### src/rtl/qisa_pkg.sv
package qisa_pkg;

    localparam int DATA_W = 32;
    localparam int HALF_W = 16;
    localparam int ADDR_W = 4;
    localparam int SUM_W  = 5;

    localparam logic [ADDR_W-1:0] A_DONE_STAT  = 4'd0;
    localparam logic [ADDR_W-1:0] A_DONE_EN    = 4'd1;
    localparam logic [ADDR_W-1:0] A_EXC_SUM    = 4'd2;
    localparam logic [ADDR_W-1:0] A_EXC_EN     = 4'd3;
    localparam logic [ADDR_W-1:0] A_RXERR_STAT = 4'd4;
    localparam logic [ADDR_W-1:0] A_RXZLP_STAT = 4'd5;
    localparam logic [ADDR_W-1:0] A_TXERR_STAT = 4'd6;
    localparam logic [ADDR_W-1:0] A_RXERR_EN   = 4'd7;
    localparam logic [ADDR_W-1:0] A_RXZLP_EN   = 4'd8;
    localparam logic [ADDR_W-1:0] A_TXERR_EN   = 4'd9;

    // Summary flags; the first member is the most significant bit.
    typedef struct packed {
        logic tx_len;
        logic tx_cs;
        logic rx_zlp;
        logic rx_len;
        logic rx_cs;
    } exc_sum_t;

    // Write strobes, one per clearable or writable register.
    typedef struct packed {
        logic done_clr;
        logic done_en;
        logic exc_en;
        logic rxerr_clr;
        logic rxzlp_clr;
        logic txerr_clr;
        logic rxerr_en;
        logic rxzlp_en;
        logic txerr_en;
    } wr_sel_t;

    // Implemented endpoint positions: endpoint 0 and those above the count are absent.
    function automatic logic [HALF_W-1:0] ep_mask(input int n_ep);
        logic [HALF_W-1:0] m;
        for (int i = 0; i < HALF_W; i++) begin
            m[i] = (i != 0) && (i < n_ep);
        end
        return m;
    endfunction

    function automatic logic [DATA_W-1:0] pack_halves(input logic [HALF_W-1:0] lo,
                                                      input logic [HALF_W-1:0] hi);
        return {hi, lo};
    endfunction

endpackage

### src/rtl/qisa_w1c_bank.sv
module qisa_w1c_bank #(
    parameter int          W         = 32,
    parameter logic [W-1:0] IMPL_MASK = '1
) (
    input  logic         clk,
    input  logic         rst,
    input  logic [W-1:0] set_i,
    input  logic [W-1:0] clr_i,
    output logic [W-1:0] q_o
);

    for (genvar b = 0; b < W; b++) begin : g_bit
        if (IMPL_MASK[b]) begin : g_impl
            logic bit_q;
            always_ff @(posedge clk) begin
                if (rst) begin
                    bit_q <= 1'b0;
                end else begin
                    // a set in the same cycle overrides the clear
                    bit_q <= set_i[b] | (bit_q & ~clr_i[b]);
                end
            end
            assign q_o[b] = bit_q;
        end else begin : g_absent
            assign q_o[b] = 1'b0;
        end
    end

endmodule

### src/rtl/qisa_regport.sv
module qisa_regport
    import qisa_pkg::*;
(
    input  logic              clk,
    input  logic              rst,
    input  logic              wr_en,
    input  logic [ADDR_W-1:0] addr,
    input  logic [DATA_W-1:0] wdata,
    output logic [DATA_W-1:0] rdata,
    input  logic [DATA_W-1:0] done_q,
    input  exc_sum_t          sum_q,
    input  logic [DATA_W-1:0] rxerr_q,
    input  logic [HALF_W-1:0] rxzlp_q,
    input  logic [DATA_W-1:0] txerr_q,
    output logic [DATA_W-1:0] done_en_q,
    output exc_sum_t          exc_en_q,
    output logic [DATA_W-1:0] rxerr_en_q,
    output logic [HALF_W-1:0] rxzlp_en_q,
    output logic [DATA_W-1:0] txerr_en_q,
    output wr_sel_t           sel
);

    always_comb begin
        sel = '0;
        if (wr_en) begin
            unique case (addr)
                A_DONE_STAT:  sel.done_clr  = 1'b1;
                A_DONE_EN:    sel.done_en   = 1'b1;
                A_EXC_EN:     sel.exc_en    = 1'b1;
                A_RXERR_STAT: sel.rxerr_clr = 1'b1;
                A_RXZLP_STAT: sel.rxzlp_clr = 1'b1;
                A_TXERR_STAT: sel.txerr_clr = 1'b1;
                A_RXERR_EN:   sel.rxerr_en  = 1'b1;
                A_RXZLP_EN:   sel.rxzlp_en  = 1'b1;
                A_TXERR_EN:   sel.txerr_en  = 1'b1;
                default:      sel = '0;
            endcase
        end
    end

    always_ff @(posedge clk) begin
        if (rst) begin
            done_en_q  <= '0;
            exc_en_q   <= '0;
            rxerr_en_q <= '0;
            rxzlp_en_q <= '0;
            txerr_en_q <= '0;
        end else begin
            if (sel.done_en)  done_en_q  <= wdata;
            if (sel.exc_en)   exc_en_q   <= exc_sum_t'(wdata[SUM_W-1:0]);
            if (sel.rxerr_en) rxerr_en_q <= wdata;
            if (sel.rxzlp_en) rxzlp_en_q <= wdata[HALF_W-1:0];
            if (sel.txerr_en) txerr_en_q <= wdata;
        end
    end

    always_comb begin
        rdata = '0;
        unique case (addr)
            A_DONE_STAT:  rdata = done_q;
            A_DONE_EN:    rdata = done_en_q;
            A_EXC_SUM:    rdata = DATA_W'(sum_q);
            A_EXC_EN:     rdata = DATA_W'(exc_en_q);
            A_RXERR_STAT: rdata = rxerr_q;
            A_RXZLP_STAT: rdata = DATA_W'(rxzlp_q);
            A_TXERR_STAT: rdata = txerr_q;
            A_RXERR_EN:   rdata = rxerr_en_q;
            A_RXZLP_EN:   rdata = DATA_W'(rxzlp_en_q);
            A_TXERR_EN:   rdata = txerr_en_q;
            default:      rdata = '0;
        endcase
    end

endmodule

### src/rtl/qisa_irq_gen.sv
module qisa_irq_gen
    import qisa_pkg::*;
(
    input  logic              clk,
    input  logic              rst,
    input  logic [DATA_W-1:0] done_q,
    input  logic [DATA_W-1:0] done_en_q,
    input  logic [DATA_W-1:0] rxerr_q,
    input  logic [HALF_W-1:0] rxzlp_q,
    input  logic [DATA_W-1:0] txerr_q,
    input  exc_sum_t          exc_en_q,
    output exc_sum_t          sum_o,
    output logic              irq_o
);

    always_comb begin
        sum_o.rx_cs  = |rxerr_q[HALF_W-1:0];
        sum_o.rx_len = |rxerr_q[DATA_W-1:HALF_W];
        sum_o.rx_zlp = |rxzlp_q;
        sum_o.tx_cs  = |txerr_q[HALF_W-1:0];
        sum_o.tx_len = |txerr_q[DATA_W-1:HALF_W];
    end

    logic any_done;
    logic any_exc;
    assign any_done = |(done_q & done_en_q);
    assign any_exc  = |(sum_o & exc_en_q);

    always_ff @(posedge clk) begin
        if (rst) begin
            irq_o <= 1'b0;
        end else begin
            irq_o <= any_done | any_exc;
        end
    end

endmodule

### src/rtl/qisa_aggregator.sv
module qisa_aggregator
    import qisa_pkg::*;
#(
    parameter int NUM_EP = 16
) (
    input  logic              clk,
    input  logic              rst,
    input  logic [NUM_EP-1:0] tx_done_ev,
    input  logic [NUM_EP-1:0] rx_done_ev,
    input  logic [NUM_EP-1:0] tx_cs_ev,
    input  logic [NUM_EP-1:0] tx_len_ev,
    input  logic [NUM_EP-1:0] rx_cs_ev,
    input  logic [NUM_EP-1:0] rx_len_ev,
    input  logic [NUM_EP-1:0] rx_zlp_ev,
    input  logic              reg_wr_en,
    input  logic [3:0]        reg_addr,
    input  logic [31:0]       reg_wdata,
    output logic [31:0]       reg_rdata,
    output logic              irq
);

    localparam logic [HALF_W-1:0] EPM  = ep_mask(NUM_EP);
    localparam logic [DATA_W-1:0] EPM2 = pack_halves(EPM, EPM);

    // Widen an endpoint vector to a half-word and drop absent positions.
    function automatic logic [HALF_W-1:0] widen(input logic [NUM_EP-1:0] v);
        return HALF_W'(v) & EPM;
    endfunction

    logic [DATA_W-1:0] done_q, rxerr_q, txerr_q;
    logic [HALF_W-1:0] rxzlp_q;
    logic [DATA_W-1:0] done_en_q, rxerr_en_q, txerr_en_q;
    logic [HALF_W-1:0] rxzlp_en_q;
    exc_sum_t          exc_en_q;
    exc_sum_t          sum_q;
    wr_sel_t           sel;

    logic [DATA_W-1:0] done_set, rxerr_set, txerr_set;
    logic [HALF_W-1:0] rxzlp_set;
    logic [DATA_W-1:0] done_clr, rxerr_clr, txerr_clr;
    logic [HALF_W-1:0] rxzlp_clr;

    // Completions latch regardless of enables; errors latch only when enabled.
    assign done_set  = pack_halves(widen(tx_done_ev), widen(rx_done_ev));
    assign rxerr_set = pack_halves(widen(rx_cs_ev), widen(rx_len_ev)) & rxerr_en_q;
    assign rxzlp_set = widen(rx_zlp_ev) & rxzlp_en_q;
    assign txerr_set = pack_halves(widen(tx_cs_ev), widen(tx_len_ev)) & txerr_en_q;

    assign done_clr  = sel.done_clr  ? reg_wdata : '0;
    assign rxerr_clr = sel.rxerr_clr ? reg_wdata : '0;
    assign rxzlp_clr = sel.rxzlp_clr ? reg_wdata[HALF_W-1:0] : '0;
    assign txerr_clr = sel.txerr_clr ? reg_wdata : '0;

    qisa_w1c_bank #(.W(DATA_W), .IMPL_MASK(EPM2)) u_done (
        .clk(clk), .rst(rst), .set_i(done_set), .clr_i(done_clr), .q_o(done_q));

    qisa_w1c_bank #(.W(DATA_W), .IMPL_MASK(EPM2)) u_rxerr (
        .clk(clk), .rst(rst), .set_i(rxerr_set), .clr_i(rxerr_clr), .q_o(rxerr_q));

    qisa_w1c_bank #(.W(HALF_W), .IMPL_MASK(EPM)) u_rxzlp (
        .clk(clk), .rst(rst), .set_i(rxzlp_set), .clr_i(rxzlp_clr), .q_o(rxzlp_q));

    qisa_w1c_bank #(.W(DATA_W), .IMPL_MASK(EPM2)) u_txerr (
        .clk(clk), .rst(rst), .set_i(txerr_set), .clr_i(txerr_clr), .q_o(txerr_q));

    qisa_regport u_regs (
        .clk(clk), .rst(rst),
        .wr_en(reg_wr_en), .addr(reg_addr), .wdata(reg_wdata), .rdata(reg_rdata),
        .done_q(done_q), .sum_q(sum_q), .rxerr_q(rxerr_q), .rxzlp_q(rxzlp_q),
        .txerr_q(txerr_q),
        .done_en_q(done_en_q), .exc_en_q(exc_en_q), .rxerr_en_q(rxerr_en_q),
        .rxzlp_en_q(rxzlp_en_q), .txerr_en_q(txerr_en_q), .sel(sel));

    qisa_irq_gen u_irq (
        .clk(clk), .rst(rst),
        .done_q(done_q), .done_en_q(done_en_q),
        .rxerr_q(rxerr_q), .rxzlp_q(rxzlp_q), .txerr_q(txerr_q),
        .exc_en_q(exc_en_q), .sum_o(sum_q), .irq_o(irq));

endmodule

### config.mk
export PLATFORM = sky130hd
export DESIGN_NAME = qisa_aggregator
export DESIGN_NICKNAME = d
export VERILOG_FILES = /design/src/rtl/qisa_pkg.sv /design/src/rtl/qisa_w1c_bank.sv /design/src/rtl/qisa_regport.sv /design/src/rtl/qisa_irq_gen.sv /design/src/rtl/qisa_aggregator.sv
export SDC_FILE = /design/constraint.sdc
export NUM_CORES = 1
export LEC_CHECK = 0
export ABC_AREA = 1
export BUFFER_PORTS_ARGS = -buffer_cell sky130_fd_sc_hd__buf_4
export CAP_MARGIN = 20
export CELL_PAD_IN_SITES_DETAIL_PLACEMENT = 0
export CELL_PAD_IN_SITES_GLOBAL_PLACEMENT = 2
export CORE_MARGIN = 2
export CORE_UTILIZATION = 25
export CTS_CLUSTER_SIZE = 14
export DETAILED_ROUTE_END_ITERATION = 8
export PLACE_DENSITY_LB_ADDON = 0.1
export SYNTH_ARGS = -nofsm -noshare
export SYNTH_HDL_FRONTEND = slang
export SYNTH_SLANG_ARGS = --single-unit
export TNS_END_PERCENT = 20
### constraint.sdc
create_clock -name clk -period 2.65 [get_ports clk]
set_input_delay 0.265 -clock clk [delete_from_list [all_inputs] [get_ports clk]]
set_output_delay 0.265 -clock clk [all_outputs]
set_load 0.03 [all_outputs]
==> flow_metrics.env <==
export IMPL_clock_latency_ps=570
export IMPL_vias=10623
export IMPL_slowest_stage="dfxtp_1"
export IMPL_clkPwrFrac_pct=48.2
export IMPL_maxSlewViolCount=0
export IMPL_post_cts_setup_buffer_count=0
export IMPL_tightestPinTransition_ps=598
export IMPL_start_kind="flop"
export IMPL_numCtsBuffers=29
export IMPL_yosysWarnings=0
export IMPL_synth_area_um2=10300
export IMPL_fmax_ghz=0.437
export IMPL_dp_cells=2112
export IMPL_clkTransAtPathRegs_ps=60
export IMPL_drt_vias_per_instance=4.62
export IMPL_worst_clock_skew_ps=16.9
export IMPL_hp_class="primary input to flop"
export IMPL_finalNetCount=1894
export IMPL_grt_pass1_wl_mm=65.4
export IMPL_drive_gt1_share_pct=18.1
export IMPL_grt_util_met3_pct=3.05
export IMPL_synth_seq_cells=223
export IMPL_first_iter_violations=537
export IMPL_top_usage_layer="met2"
export IMPL_swShare_pct=25.2
export IMPL_n_fill_cell=4352
export IMPL_routed_wl_mm=44.2
export IMPL_finalSetupTns_ps=0
export IMPL_p_per_area_nw_per_um2=579
export IMPL_grt_util_met1_pct=28.2
export IMPL_crit_required_ps=2380
export IMPL_die_w_um=207
export IMPL_cp_arrival_ps=2020
export IMPL_cts_sinks=223
export IMPL_p_leak_nw=5.83
export IMPL_rows=74
export IMPL_wl_per_cell_um=19.2
export IMPL_fp_dieH_um=207
export IMPL_route_detailed_drc=0
export IMPL_cts_tree="done"
export IMPL_pin_count=184
export IMPL_syn_nets=1599
export IMPL_postCtsHoldBufs=132
export IMPL_ctsResizeCount=0
export IMPL_vdd_ir_drop_max_uv=463
export IMPL_setup_viol=0
export IMPL_clock_path_buffers=3
export IMPL_grt_max_degree=68
export IMPL_htreeDepth=1
export IMPL_fin_crit_ps=2290
export IMPL_ant_nets=0
export IMPL_ys_seq_area_share_pct=43.5
export IMPL_die_area_um2=42700
export IMPL_fin_cells=2297
export IMPL_p_int_mw=6.31
export IMPL_status="finished clean"
export IMPL_use_met2_pct=34.2
export IMPL_initial_utilization_pct=25.2
export IMPL_core_um2=40600
export IMPL_mostFrequentLayoutCells="nand2_1, dfxtp_1, buf_4, a21oi_1, inv_1"
export IMPL_mostFrequentLayoutCell="nand2_1"
export IMPL_cap_violations=0
export IMPL_syn_area_per_cell_um2=7.09
export IMPL_grt_pass1_vias=10571
export IMPL_relSlewSlack_pct=60.2
export IMPL_synthCells=1448
export IMPL_fin_crit_sh_pct=86.4
export IMPL_grt_total_usage_pct=20.5
export IMPL_path_cells="nor2_1 > nand2_1 > nor2_1 > nand2_1 > a211oi_1 > nand2_1 > buf_4"
export IMPL_numPortBuffers=176
export IMPL_cp_common_cell="nand2_1"
export IMPL_rsz0062_at_grt="false"
export IMPL_post_dp_hpwl_mm=30.0
export IMPL_pwr_share_comb_pct=10.4
export IMPL_critPathKind="flop to primary output"
export IMPL_critical_path_max_stage_delay_ps=330
export IMPL_ys_types=27
export IMPL_grt_overflow=0
export IMPL_seqPwrFrac_pct=41.4
export IMPL_firstDrtPassIters=5
export IMPL_endpoint_kind="primary output"
export IMPL_report_final_hold_viol_count=0
export IMPL_place_gp_congestion=0.769
export IMPL_cts_root_buffer="clkbuf_16"
export IMPL_path_max_fanout=3
export IMPL_p_sw_mw=2.12
export IMPL_antenna_found_initial=1
export IMPL_syn_to_final_growth_pct=41.8
==> cell usage after synthesis <==
| library cell | n | area (um^2) |
|---|---|---|
| a211oi_1 | 19 | 143 |
| a211oi_2 | 46 | 576 |
| a21oi_1 | 193 | 966 |
| a22oi_1 | 1 | 7.51 |
| buf_2 | 35 | 175 |
| buf_4 | 5 | 37.5 |
| buf_6 | 2 | 22.5 |
| clkbuf_1 | 40 | 150 |
| dfxtp_1 | 223 | 4460 |
| inv_1 | 139 | 522 |
| inv_2 | 6 | 22.5 |
| nand2_1 | 356 | 1340 |
| nand2_2 | 4 | 25.0 |
| nand2_4 | 1 | 11.3 |
| nand3_1 | 73 | 365 |
| nand4_1 | 13 | 81.3 |
| nor2_1 | 129 | 484 |
| nor2_2 | 3 | 18.8 |
| nor2_4 | 1 | 11.3 |
| nor3_1 | 6 | 30.0 |
| nor3_2 | 1 | 10.0 |
| o2111ai_1 | 1 | 8.76 |
| o211ai_1 | 3 | 22.5 |
| o21ai_0 | 78 | 390 |
| o21ai_1 | 48 | 240 |
| o221ai_1 | 1 | 8.76 |
| o22ai_1 | 21 | 131 |
==> area by class of cell <==
type	instances	area, um^2	area share [%]
Tap cell	532	666	4.57
Multi-Input combinational cell	998	4880	33.5
Clock buffer	40	797	5.48
Timing Repair Buffer	346	3030	20.9
Clock inverter	12	164	1.13
Inverter	145	544	3.74
Sequential cell	223	4460	30.7
Antenna cell	1	2.50	0.0172
==> through the flow <==
step	cell area [um^2]	worst slack, ps	hold WS [ps]	total power [mW]	utilization [%]
floorplan	10300	1010	399	3.86	-
global placement	12300	466	448	4.29	30.2
detailed placement	12300	450	447	4.29	30.2
CTS	14500	249	5.69	8.55	35.8
global route	14600	186	26.6	8.75	35.8
finish	14600	361	24.4	8.43	35.8
==> final timing paths <==
check | cells after the start | from | endpoint | slack, ps
worst max-delay path | 7 | u_txerr.g_bit[13].g_impl.bit_q | reg_rdata[3] | 360
worst min-delay path | 3 | reg_wdata[18] | u_regs.done_en_q[18] | 20
worst max register to register | 8 | u_rxzlp.g_bit[13].g_impl.bit_q | u_irq.irq_o | 1290
worst min register to register | 2 | u_regs.rxerr_en_q[22] | u_rxerr.g_bit[22].g_impl.bit_q | 460
==> power by group through the flow <==
stage | clock [mW] | combinational, mW | sequential, mW
after floorplan | 0 | 0.315 | 3.55
after global placement | 0 | 0.728 | 3.57
after detailed placement | 0 | 0.729 | 3.57
after CTS | 4.17 | 0.886 | 3.49
after global routing | 4.29 | 0.952 | 3.50
final | 4.06 | 0.874 | 3.49
==> worst max-delay path: cells and delay by family (launching register included) <==
kind            cells  cell delay [ps]
compound gates      1              260
buf+inv             1              190
flops               1              330
simple gates        5              680
==> sequential cells by signal, summed over array words and instances, names as in the netlist <==
register and cells:
u_regs.done_en_q 32, u_regs.rxerr_en_q 32, u_regs.txerr_en_q 32, u_done.g_bit.g_impl.bit_q 30
u_rxerr.g_bit.g_impl.bit_q 30, u_txerr.g_bit.g_impl.bit_q 30, u_regs.rxzlp_en_q 16, u_rxzlp.g_bit.g_impl.bit_q 15
u_regs.exc_en_q 5, u_irq.irq_o 1
==> per-layer routing <==
layer  up-vias  part of all wire, %
met5         -                    0
met4         0                  1.8
met3        51                  4.4
met2       231                   47
met1      4963                   47
li1       5378                    -
==> logic make-up (layout without fill, tap and decap cells) <==
family                 Yosys count  count (layout)  share of synthesized area [%]
AOI/OAI and AO/OA              411             411                           24.3
buffers and inverters          227             543                           9.06
DFF                            223             223                           43.5
other                            0               1                              0
and+or+nand+nor                587             587                           23.1
Power figures use the tool's default switching activity.
